### config.mk
export PLATFORM = sky130hd
export DESIGN_NAME = lm_encoder
export DESIGN_NICKNAME = d
export VERILOG_FILES = /design/src/rtl/lm_enc_pkg.sv /design/src/rtl/lm_bit_timer.sv /design/src/rtl/lm_carrier.sv /design/src/rtl/lm_coder.sv /design/src/rtl/lm_encoder.sv
export SDC_FILE = /design/constraint.sdc
export NUM_CORES = 1
export LEC_CHECK = 0
export BUFFER_PORTS_ARGS = -buffer_cell sky130_fd_sc_hd__buf_2
export CORE_MARGIN = 1.5
export CORE_UTILIZATION = 60
export CTS_BUF_LIST = sky130_fd_sc_hd__clkbuf_4
export DETAILED_ROUTE_END_ITERATION = 12
export PLACE_DENSITY = 0.81
export REMOVE_ABC_BUFFERS = 1
export SYNTH_ARGS = -nofsm -noshare
export SYNTH_HDL_FRONTEND = slang
export SYNTH_SLANG_ARGS = --single-unit
### constraint.sdc
create_clock -name clk -period 9.85 [get_ports clk]
set_input_delay 1.97 -clock clk [delete_from_list [all_inputs] [get_ports clk]]
set_output_delay 1.97 -clock clk [all_outputs]
set_load 0.005 [all_outputs]
### src/rtl/lm_enc_pkg.sv
// Package: shared scheme decode, mode codes and rate tables for the
// load modulation encoder. Assumes 5-bit mode codes and 3-bit table codes.
package lm_enc_pkg;

    localparam int SUB_W = 4;

    typedef enum logic [2:0] {
        SCH_OFF,
        SCH_NRZ,
        SCH_PSK,
        SCH_FSK,
        SCH_MAN,
        SCH_BIP
    } scheme_e;

    localparam logic [4:0] MODE_NRZ    = 5'b00000;
    localparam logic [4:0] MODE_PSK_CH = 5'b00001;
    localparam logic [4:0] MODE_PSK_HI = 5'b00010;
    localparam logic [4:0] MODE_PSK_UP = 5'b00011;
    localparam logic [4:0] MODE_FSK_A  = 5'b00100;
    localparam logic [4:0] MODE_FSK_B  = 5'b00101;
    localparam logic [4:0] MODE_FSK_AR = 5'b00110;
    localparam logic [4:0] MODE_FSK_BR = 5'b00111;
    localparam logic [4:0] MODE_MAN    = 5'b01000;
    localparam logic [4:0] MODE_BIP    = 5'b10000;

    // Map a mode code onto its coding family; unlisted codes are reserved.
    function automatic scheme_e scheme_of(input logic [4:0] m);
        case (m)
            MODE_NRZ:                             return SCH_NRZ;
            MODE_PSK_CH, MODE_PSK_HI, MODE_PSK_UP: return SCH_PSK;
            MODE_FSK_A, MODE_FSK_B,
            MODE_FSK_AR, MODE_FSK_BR:             return SCH_FSK;
            MODE_MAN:                             return SCH_MAN;
            MODE_BIP:                             return SCH_BIP;
            default:                              return SCH_OFF;
        endcase
    endfunction

    // Fixed bit-length table used in compatibility rate mode.
    function automatic logic [7:0] table_period(input logic [2:0] c);
        case (c)
            3'd0:    return 8'd8;
            3'd1:    return 8'd16;
            3'd2:    return 8'd32;
            3'd3:    return 8'd40;
            3'd4:    return 8'd50;
            3'd5:    return 8'd64;
            3'd6:    return 8'd100;
            default: return 8'd128;
        endcase
    endfunction

    // FSK subcarrier period for a given mode and bit value.
    function automatic logic [SUB_W-1:0] fsk_period(input logic [4:0] m, input logic b);
        case (m)
            MODE_FSK_A:  return b ? SUB_W'(8)  : SUB_W'(5);
            MODE_FSK_B:  return b ? SUB_W'(8)  : SUB_W'(10);
            MODE_FSK_AR: return b ? SUB_W'(5)  : SUB_W'(8);
            MODE_FSK_BR: return b ? SUB_W'(10) : SUB_W'(8);
            default:     return SUB_W'(8);
        endcase
    endfunction

endpackage

### src/rtl/lm_bit_timer.sv
// Bit timer: derives the bit length from the rate inputs, counts field
// clocks within a bit, runs the input handshake and flags the final clock.
// Assumes the rate inputs are stable while a bit is in progress.
module lm_bit_timer
    import lm_enc_pkg::*;
#(
    parameter int RATE_W = 6,
    parameter int PER_W  = RATE_W + 2
) (
    input  logic              clk,
    input  logic              rst_n,
    input  logic              rate_compat,
    input  logic [RATE_W-1:0] rate_code,
    input  logic              data_bit,
    input  logic              data_valid,
    output logic              active,
    output logic              cur_bit,
    output logic [PER_W-1:0]  cnt,
    output logic [PER_W-1:0]  period,
    output logic              load,
    output logic              bit_done
);

    logic [PER_W-1:0] last_idx;

    // Bit length in field clocks from the selected rate encoding.
    always_comb begin
        if (rate_compat)
            period = PER_W'(table_period(rate_code[2:0]));
        else
            period = PER_W'({rate_code, 1'b0}) + PER_W'(2);
        last_idx = period - PER_W'(1);
    end

    // End-of-bit flag and acceptance of the next bit.
    always_comb begin
        bit_done = active && (cnt == last_idx);
        load     = data_valid && (!active || bit_done);
    end

    // Bit counter, busy flag and the bit being sent.
    always_ff @(posedge clk) begin
        if (!rst_n) begin
            active  <= 1'b0;
            cnt     <= '0;
            cur_bit <= 1'b0;
        end else if (load) begin
            active  <= 1'b1;
            cnt     <= '0;
            cur_bit <= data_bit;
        end else if (bit_done) begin
            active  <= 1'b0;
            cnt     <= '0;
        end else if (active) begin
            cnt     <= cnt + PER_W'(1);
        end
    end

    assert_cnt_in_range_R1: assert property (@(posedge clk) disable iff (!rst_n)
        active |-> (cnt < period));

    assert_done_then_idle_R11: assert property (@(posedge clk) disable iff (!rst_n)
        (bit_done && !data_valid) |=> !active);

    assert_load_restarts_R11: assert property (@(posedge clk) disable iff (!rst_n)
        load |=> (active && cnt == '0));

endmodule

### src/rtl/lm_carrier.sv
// Carrier state: the FSK subcarrier counter, the PSK phase flag and the
// biphase start level, all updated when a new bit is taken.
// Assumes the mode input is stable while a bit is in progress.
module lm_carrier
    import lm_enc_pkg::*;
(
    input  logic             clk,
    input  logic             rst_n,
    input  logic             active,
    input  logic             load,
    input  logic             data_bit,
    input  logic             cur_bit,
    input  logic [4:0]       mod_sel,
    output logic [SUB_W-1:0] sc,
    output logic [SUB_W-1:0] fsk_per,
    output logic             phase,
    output logic             bp_level
);

    logic prev_eff;
    logic phase_eff;
    logic phase_next;

    // Subcarrier period for the bit currently being sent.
    always_comb fsk_per = fsk_period(mod_sel, cur_bit);

    // Phase rule at a bit start; history is cleared after idle.
    always_comb begin
        prev_eff  = active ? cur_bit : 1'b0;
        phase_eff = active ? phase   : 1'b0;
        case (mod_sel)
            MODE_PSK_CH: phase_next = phase_eff ^ (data_bit ^ prev_eff);
            MODE_PSK_HI: phase_next = phase_eff ^ data_bit;
            MODE_PSK_UP: phase_next = phase_eff ^ (data_bit & ~prev_eff);
            default:     phase_next = phase_eff;
        endcase
    end

    // FSK subcarrier counter, restarted at every bit start.
    always_ff @(posedge clk) begin
        if (!rst_n)
            sc <= '0;
        else if (load)
            sc <= '0;
        else if (active)
            sc <= (sc == fsk_per - SUB_W'(1)) ? '0 : sc + SUB_W'(1);
    end

    // PSK phase flag and biphase start level, updated on bit acceptance.
    always_ff @(posedge clk) begin
        if (!rst_n) begin
            phase    <= 1'b0;
            bp_level <= 1'b1;
        end else if (load) begin
            phase    <= phase_next;
            bp_level <= active ? ~(bp_level ^ cur_bit) : 1'b1;
        end
    end

    assert_fsk_restart_R6: assert property (@(posedge clk) disable iff (!rst_n)
        load |=> (sc == '0));

    assert_psk_hi_flip_R8: assert property (@(posedge clk) disable iff (!rst_n)
        (load && active && mod_sel == MODE_PSK_HI && data_bit) |=> (phase != $past(phase)));

    assert_phase_hold_R8: assert property (@(posedge clk) disable iff (!rst_n)
        !load |=> $stable(phase));

endmodule

### src/rtl/lm_coder.sv
// Output coder: forms the damping level for the current clock from the
// bit, the position in the bit and the carrier state, then applies
// inversion. Purely combinational; idle and reserved settings give 0.
module lm_coder
    import lm_enc_pkg::*;
#(
    parameter int PER_W     = 8,
    parameter int PSK_STEPS = 3
) (
    input  logic             active,
    input  logic             cur_bit,
    input  logic [PER_W-1:0] cnt,
    input  logic [PER_W-1:0] period,
    input  logic [SUB_W-1:0] sc,
    input  logic [SUB_W-1:0] fsk_per,
    input  logic             phase,
    input  logic             bp_level,
    input  logic [4:0]       mod_sel,
    input  logic [1:0]       psk_sel,
    input  logic             invert,
    output logic             damp
);

    scheme_e          sch;
    logic [PER_W-1:0] half;
    logic [PSK_STEPS-1:0] psk_base;
    logic             psk_ok;
    logic             carrier;
    logic             raw;

    // One carrier candidate per PSK subcarrier period (2, 4, 8, ...).
    for (genvar g = 0; g < PSK_STEPS; g++) begin : g_psk
        assign psk_base[g] = ~cnt[g];
    end

    // Choose the PSK carrier and flag the reserved selection.
    always_comb begin
        psk_ok  = (32'(psk_sel) < PSK_STEPS);
        carrier = psk_ok ? psk_base[psk_sel] : 1'b0;
    end

    // Coding of the current bit for the selected scheme.
    always_comb begin
        sch  = scheme_of(mod_sel);
        half = period >> 1;
        case (sch)
            SCH_NRZ: raw = cur_bit;
            SCH_MAN: raw = (cnt < half) ? ~cur_bit : cur_bit;
            SCH_BIP: raw = (cur_bit && cnt >= half) ? ~bp_level : bp_level;
            SCH_FSK: raw = (sc < ((fsk_per + SUB_W'(1)) >> 1));
            SCH_PSK: raw = carrier ^ phase;
            default: raw = 1'b0;
        endcase
    end

    // Final gate: only a running bit in a valid setting moves the switch.
    always_comb begin
        if (active && sch != SCH_OFF && !(sch == SCH_PSK && !psk_ok))
            damp = raw ^ invert;
        else
            damp = 1'b0;
    end

endmodule

### src/rtl/lm_encoder.sv
// Top of the load modulation encoder: bit timer, carrier state and output
// coder. One clock is one field clock. Assumes configuration inputs change
// only while idle.
module lm_encoder
    import lm_enc_pkg::*;
#(
    parameter int RATE_W = 6
) (
    input  logic              clk,
    input  logic              rst_n,
    input  logic              rate_compat,
    input  logic [RATE_W-1:0] rate_code,
    input  logic [4:0]        mod_sel,
    input  logic [1:0]        psk_sel,
    input  logic              invert,
    input  logic              data_bit,
    input  logic              data_valid,
    output logic              damp,
    output logic              bit_done
);

    localparam int PER_W     = RATE_W + 2;
    localparam int PSK_STEPS = 3;

    logic             active;
    logic             cur_bit;
    logic             load;
    logic [PER_W-1:0] cnt;
    logic [PER_W-1:0] period;
    logic [SUB_W-1:0] sc;
    logic [SUB_W-1:0] fsk_per;
    logic             phase;
    logic             bp_level;

    lm_bit_timer #(.RATE_W(RATE_W), .PER_W(PER_W)) u_timer (
        .clk(clk), .rst_n(rst_n), .rate_compat(rate_compat), .rate_code(rate_code),
        .data_bit(data_bit), .data_valid(data_valid), .active(active),
        .cur_bit(cur_bit), .cnt(cnt), .period(period), .load(load), .bit_done(bit_done)
    );

    lm_carrier u_carrier (
        .clk(clk), .rst_n(rst_n), .active(active), .load(load), .data_bit(data_bit),
        .cur_bit(cur_bit), .mod_sel(mod_sel), .sc(sc), .fsk_per(fsk_per),
        .phase(phase), .bp_level(bp_level)
    );

    lm_coder #(.PER_W(PER_W), .PSK_STEPS(PSK_STEPS)) u_coder (
        .active(active), .cur_bit(cur_bit), .cnt(cnt), .period(period), .sc(sc),
        .fsk_per(fsk_per), .phase(phase), .bp_level(bp_level), .mod_sel(mod_sel),
        .psk_sel(psk_sel), .invert(invert), .damp(damp)
    );

    assert_idle_quiet_R10: assert property (@(posedge clk) disable iff (!rst_n)
        !active |-> !damp);

    assert_manch_mid_R4: assert property (@(posedge clk) disable iff (!rst_n)
        (active && $past(active) && mod_sel == MODE_MAN && $stable(mod_sel)
         && $stable(invert) && cnt == (period >> 1)) |-> (damp != $past(damp)));

    assert_biphase_edge_R5: assert property (@(posedge clk) disable iff (!rst_n)
        (active && $past(bit_done) && cnt == '0 && mod_sel == MODE_BIP
         && $stable(mod_sel) && $stable(invert)) |-> (damp != $past(damp)));

endmodule

* Yosys cells after proc, flatten, opt, wreduce, memory -nomap -nowiden
Memory sizes are Yosys's and may differ from the RTL's. Index checks and enable logic that the tools add are counted.
Storage, ports and cells: register bits 16, ROM bits 96, output and inout bits 2, memories 1
Memory list:
- (no name shown) | words 32, width 3, rd ports 1, clocked after memory_dff 0, wr ports 0, RTL line lm_enc_pkg.sv:29 | case (m)
Cells by class: add/sub/neg operators 6, magnitude comparators 5, equal/unequal tests 20, mux-type cells 21, bitwise gates (word level) 16, reductions and logical operators 15
Operators with widths (count):
- one-hot mux 8 bit (7 select lines) | 1
- == test 5 x 3 -> 1 bit, second input constant | 4
- one-hot mux 4 bit (4 select lines) | 1
- == test 3 bit, second input constant | 5
- == test 3 x 2 -> 1 bit, second input constant | 4
- 2-to-1 mux 4 bit | 3
- == test 5 x 2 -> 1 bit, second input constant | 2
- 2-to-1 mux 1 bit | 10
- adder 4 x 1 -> 4 bit, second input constant | 2
- adder 7 x 2 -> 8 bit, second input constant | 1
- adder 8 x 1 -> 8 bit, second input constant | 1
- == test 8 bit | 1
- >= comparator 8 x 7 -> 1 bit | 1
- < comparator 8 x 7 -> 1 bit | 1
- 2-to-1 mux 8 bit | 1
- inverter 1 bit | 8
- subtractor 8 x 1 -> 8 bit, second input constant | 1
- bitwise XOR 1 bit | 7
- == test 3 x 1 -> 1 bit, second input constant | 2
- logical AND 1 bit | 6
- == test 5 x 1 -> 1 bit, second input constant | 1
- one-hot mux 1 bit (5 select lines) | 1
- == test 4 bit | 1
- < comparator 4 x 3 -> 1 bit | 1
- 14 further kinds | 17

* Logic depth before layout (Yosys ltp)
word-level depth 9, gate-level depth with buffers 14, depth with buffers taken out 13

* Modules after synthesis
From an unflattened synthesis, not the netlist that was laid out.
Unflattened totals: cell total of the unflattened synthesis 258, area total of the unflattened synthesis 2119.5 µm²
By module, submodules not included:
- lm_bit_timer | instances 1, cells each 141, area each 1174.9 µm², seq. area each 200.2 µm²
- lm_coder | instances 1, cells each 63, area each 473.0 µm², seq. area each 0.0 µm²
- lm_carrier | instances 1, cells each 54, area each 471.7 µm², seq. area each 120.1 µm²

* Worst setup path before layout
Ideal clock, no wire load.
kind input to output, start point in rate_code[0], end point out damp, arrival 4408 ps, data required time 7880 ps, slack 3472 ps, cell stages on the path 13, path through ha_1 -> ha_1 -> nor2b_1 -> a21oi_1 -> nand2_1 -> ha_1 -> o21a_1 -> o21a_1 -> o21ai_0 -> a211o_1 -> xor2_1 -> a221oi_1 -> mux2i_1
On the way: longest elaborated chain between the ends 9, elaborated cells between the ends (all ways) 18
RTL lines:
- start: declaration | RTL line lm_encoder.sv:12 | input logic [RATE_W-1:0] rate_code,
- branches (longest 2 deep; another with adder 7 x 2 -> 8 bit)
- 2-to-1 mux 8 bit (*) | RTL line lm_bit_timer.sv:28 | if (rate_compat)
- >= comparator 8 x 7 -> 1 bit | RTL line lm_coder.sv:49 | SCH_BIP: raw = (cur_bit && cnt >= half) ? ~bp_level : bp_level;
- logical AND 1 bit | RTL line lm_coder.sv:49
- 2-to-1 mux 1 bit | RTL line lm_coder.sv:49
- one-hot mux 1 bit (5 select lines) (*) | RTL line lm_coder.sv:46 | case (sch)
- bitwise XOR 1 bit (*) | RTL line lm_coder.sv:59 | damp = raw ^ invert;
- 2-to-1 mux 1 bit (*) | RTL line lm_coder.sv:58 | if (active && sch != SCH_OFF && !(sch == SCH_PSK && !psk_ok))
- end: declaration | RTL line lm_encoder.sv:18 | output logic damp,
Mark *: on every way between the ends.

* Worst setup path after layout
Same ends and word-level chain as after synthesis.

==> metrics.txt <==
outcome=finished clean; nets=310; grt total ovfl=0; Post-Syn Instances=256; die area=3670 µm²; WS Path Type=input pin to primary output; Max Cap Viol=0; post-synth cell types=56; adder-cell share of the synthesized area=0.138; DRT Wirelength=4.04 mm; setup violators final=0; Cell Chain, Critical Path=buf_2 -> ha_1 -> ha_1 -> nor2b_1 -> a21oi_1 -> nand2_1 -> ha_1 -> o21a_1 -> o21a_1 -> o21ai_0 -> a211o_1 -> xor2_1 -> a221oi_1 -> mux2i_1 -> buf_2; cell taking the most area after synthesis=dfxtp_1; simple-gate area share of the yosys netlist=0.274; die width=60.6 µm; Max Slew Vio Count=0; IO buf count=20; vias per cell=6.08; Period minus WS final=6.77 ns; post-route ant nets=0; setup TNS=0 ns; clk sinks=16; Initial Util=0.641; global-route wire length before repair=6.71 mm; Residual DRC=0; EDFF count, synth=0; register bit total from synthesis=16; CTS Buffer Depth=2; clock skew=0.00567 ns; final worst path period share=0.688; critical path's most frequent cell=ha_1; Total Power=162 µW; IO Pins=21; leak pwr=0.000866 µW; post-synthesis compound-gate area fraction=0.231; pre-CTS setup slack=3.06 ns; CTS Hold Bufs=0; # rows=20; gpl congestion=0.813; Seq/Total Area, Yosys=0.161; Worst Setup End Kind=primary output; vias in the first global route=1620; Via Count=1892; crit start category=input pin; Final WS setup=3.08 ns; required time worst endpoint=7.88 ns; Root Driver=clkbuf_4; DRT Pass-1 Iters=4; top_reg_cell synth=dfxtp_1; Iter 0 DRT Violations=92; Worst-Margin Slew=0.768 ns; CTS tree=yes; CP max-delay cell=a221oi_1; die height=60.6 µm; share of the synthesized area in the top cell type=0.161; layout cells sized above 1=0.109; Num CTS Buffers=3; post-cts resize count=0; Synth Area in XOR/XNOR=0.0969; fill count=300; area occupied by multi-input gates=1540 µm²; worst-case hold slack=0.594 ns; worst-skew pair later-pin latency=0.29 ns; mux contribution to synthesized area=0.0359; H-tree depth=1; DP HPWL=3.20 mm; Slew headroom=0.488; PwrDens=76.7 nW/µm²; register area=320 µm²; worst IR drop on VDD=56.3 µV; syn_area_per_cell=7.77 µm²; largest net degree at the start of global routing=23; largest cells by area after synthesis=dfxtp_1, ha_1, xor2_1, nor2_1, xnor2_1; Area Growth Syn to Fin=6.04%; Ys Warns=0; crit path DAT=4.80 ns; Netlist Area Pre-Place=1990 µm²; Fmax=148 MHz; clock-pin slew on the worst setup and hold paths=0.09 ns; CP Max Fanout=9; CP peak stage delay=0.34 ns; Hold Violations, Final=0; largest family of logic cells by synthesized area=simple AND/OR/NAND/NOR gates; Async S/R FF share, synth=0; WL/cell=13.0 µm; initial antenna violation count=0; RSZ-0062 raised after global routing=no; HP Class=register to register; Post-CTS Repair Setup Buffers=0; ANT cells=0; GRT Overall Usage=0.235; core area=3100 µm²
## metal layers
layer	GRT usage	vias up	part of all wire
li1	-	963	-
met1	0.299	895	0.48
met2	0.412	27	0.47
met3	0.0384	7	0.030
met4	0.0621	0	0.013
met5	0	-	0
## critical path: cells and delay by family
family	cells	cell delay, ns
compound gates	6	1.17
xor+xnor	1	0.15
fa+ha+maj	3	0.80
buf+inv	2	0.27
mux	1	0.21
simple gates	2	0.23
## cells in the final DEF (no fill, tap or decap), types with 3 or more instances in the layout
cell / Yosys / final
a211o_1: 3 / 3
a211oi_1: 4 / 4
a21o_1: 4 / 4
a21oi_1: 10 / 10
and3_1: 3 / 3
and4_1: 3 / 3
buf_2: 1 / 20
clkbuf_4: 0 / 3
dfxtp_1: 16 / 16
ha_1: 22 / 22
inv_1: 18 / 18
mux2i_1: 6 / 6
nand2_1: 17 / 17
nand2b_1: 6 / 6
nand3_1: 9 / 9
nand4_1: 9 / 9
nor2_1: 22 / 22
nor2b_1: 5 / 5
nor3_1: 6 / 6
nor3b_1: 4 / 4
nor4_1: 3 / 3
o211ai_1: 4 / 4
o21a_1: 4 / 4
o21ai_0: 9 / 9
or3_1: 4 / 4
xnor2_1: 9 / 9
xor2_1: 13 / 13
## cell usage after synthesis (2+ instances only)
cell and number:
mux2i_1 6, a21o_1 4, xnor2_1 9, and2_1 2
ha_1 22, nor2_1 22, inv_1 18, a31oi_1 2
dfxtp_1 16, nand3_1 9, and4_1 3, nor3b_1 4
a211oi_1 4, nor4_1 3, o211ai_1 4, or3_1 4
o32ai_1 2, and3_1 3, nand2_1 17, a21oi_1 10
o22a_1 2, clkbuf_1 8, nor3_1 6, o21ai_0 9
a211o_1 3, nand2b_1 6, a311oi_1 2, o21a_1 4
nand4_1 9, nor2b_1 5, xor2_1 13
## power breakdown
group | internal (µW) | switching, µW
Clock | 14.2 | 20.7
Combinational | 24.3 | 31.8
Sequential | 66.4 | 4.38
Total | 105 | 56.8
## cell families (layout without fill, tap and decap cells)
group,Yosys count,after routing
buffers and inverters,30,41
AOI/OAI and AO/OA,59,59
muxes,7,7
adders and majority gates,22,22
DFF,16,16
and+or+nand+nor,100,100
xor gates and xnor gates,22,22
## state kept, by name (all words and copies together) (netlist names)
register            cells
u_carrier.phase         1
u_carrier.sc            4
u_timer.active          1
u_timer.cnt             8
u_timer.cur_bit         1
u_carrier.bp_level      1
## per-stage QoR
step | std cells | area, µm² | util
detailed placement | 308 | 2090 | 0.672
global placement | 308 | 2090 | 0.672
finish | 311 | 2110 | 0.679
global route | 311 | 2110 | 0.679
floorplan | 244 | 1930 | -
CTS | 311 | 2110 | 0.679
## cell type report
cell class                      instances  area share
Sequential cell                        16       0.152
Timing Repair Buffer                   20      0.0475
Clock buffer                            3      0.0107
Inverter                               18      0.0320
Tap cell                               44      0.0261
Multi-Input combinational cell        210       0.732
## worst paths after layout
path                   startpoint               to  slack (ns)  depth (start not counted)
setup / recovery     rate_code[0]             damp        3.08                         15
hold / removal    u_carrier.phase  u_carrier.phase        0.59                          2
setup reg to reg  u_timer.cur_bit  u_carrier.sc[1]        6.92                          9
hold reg to reg   u_carrier.phase  u_carrier.phase        0.59                          2
Power figures use the tool's default switching activity.
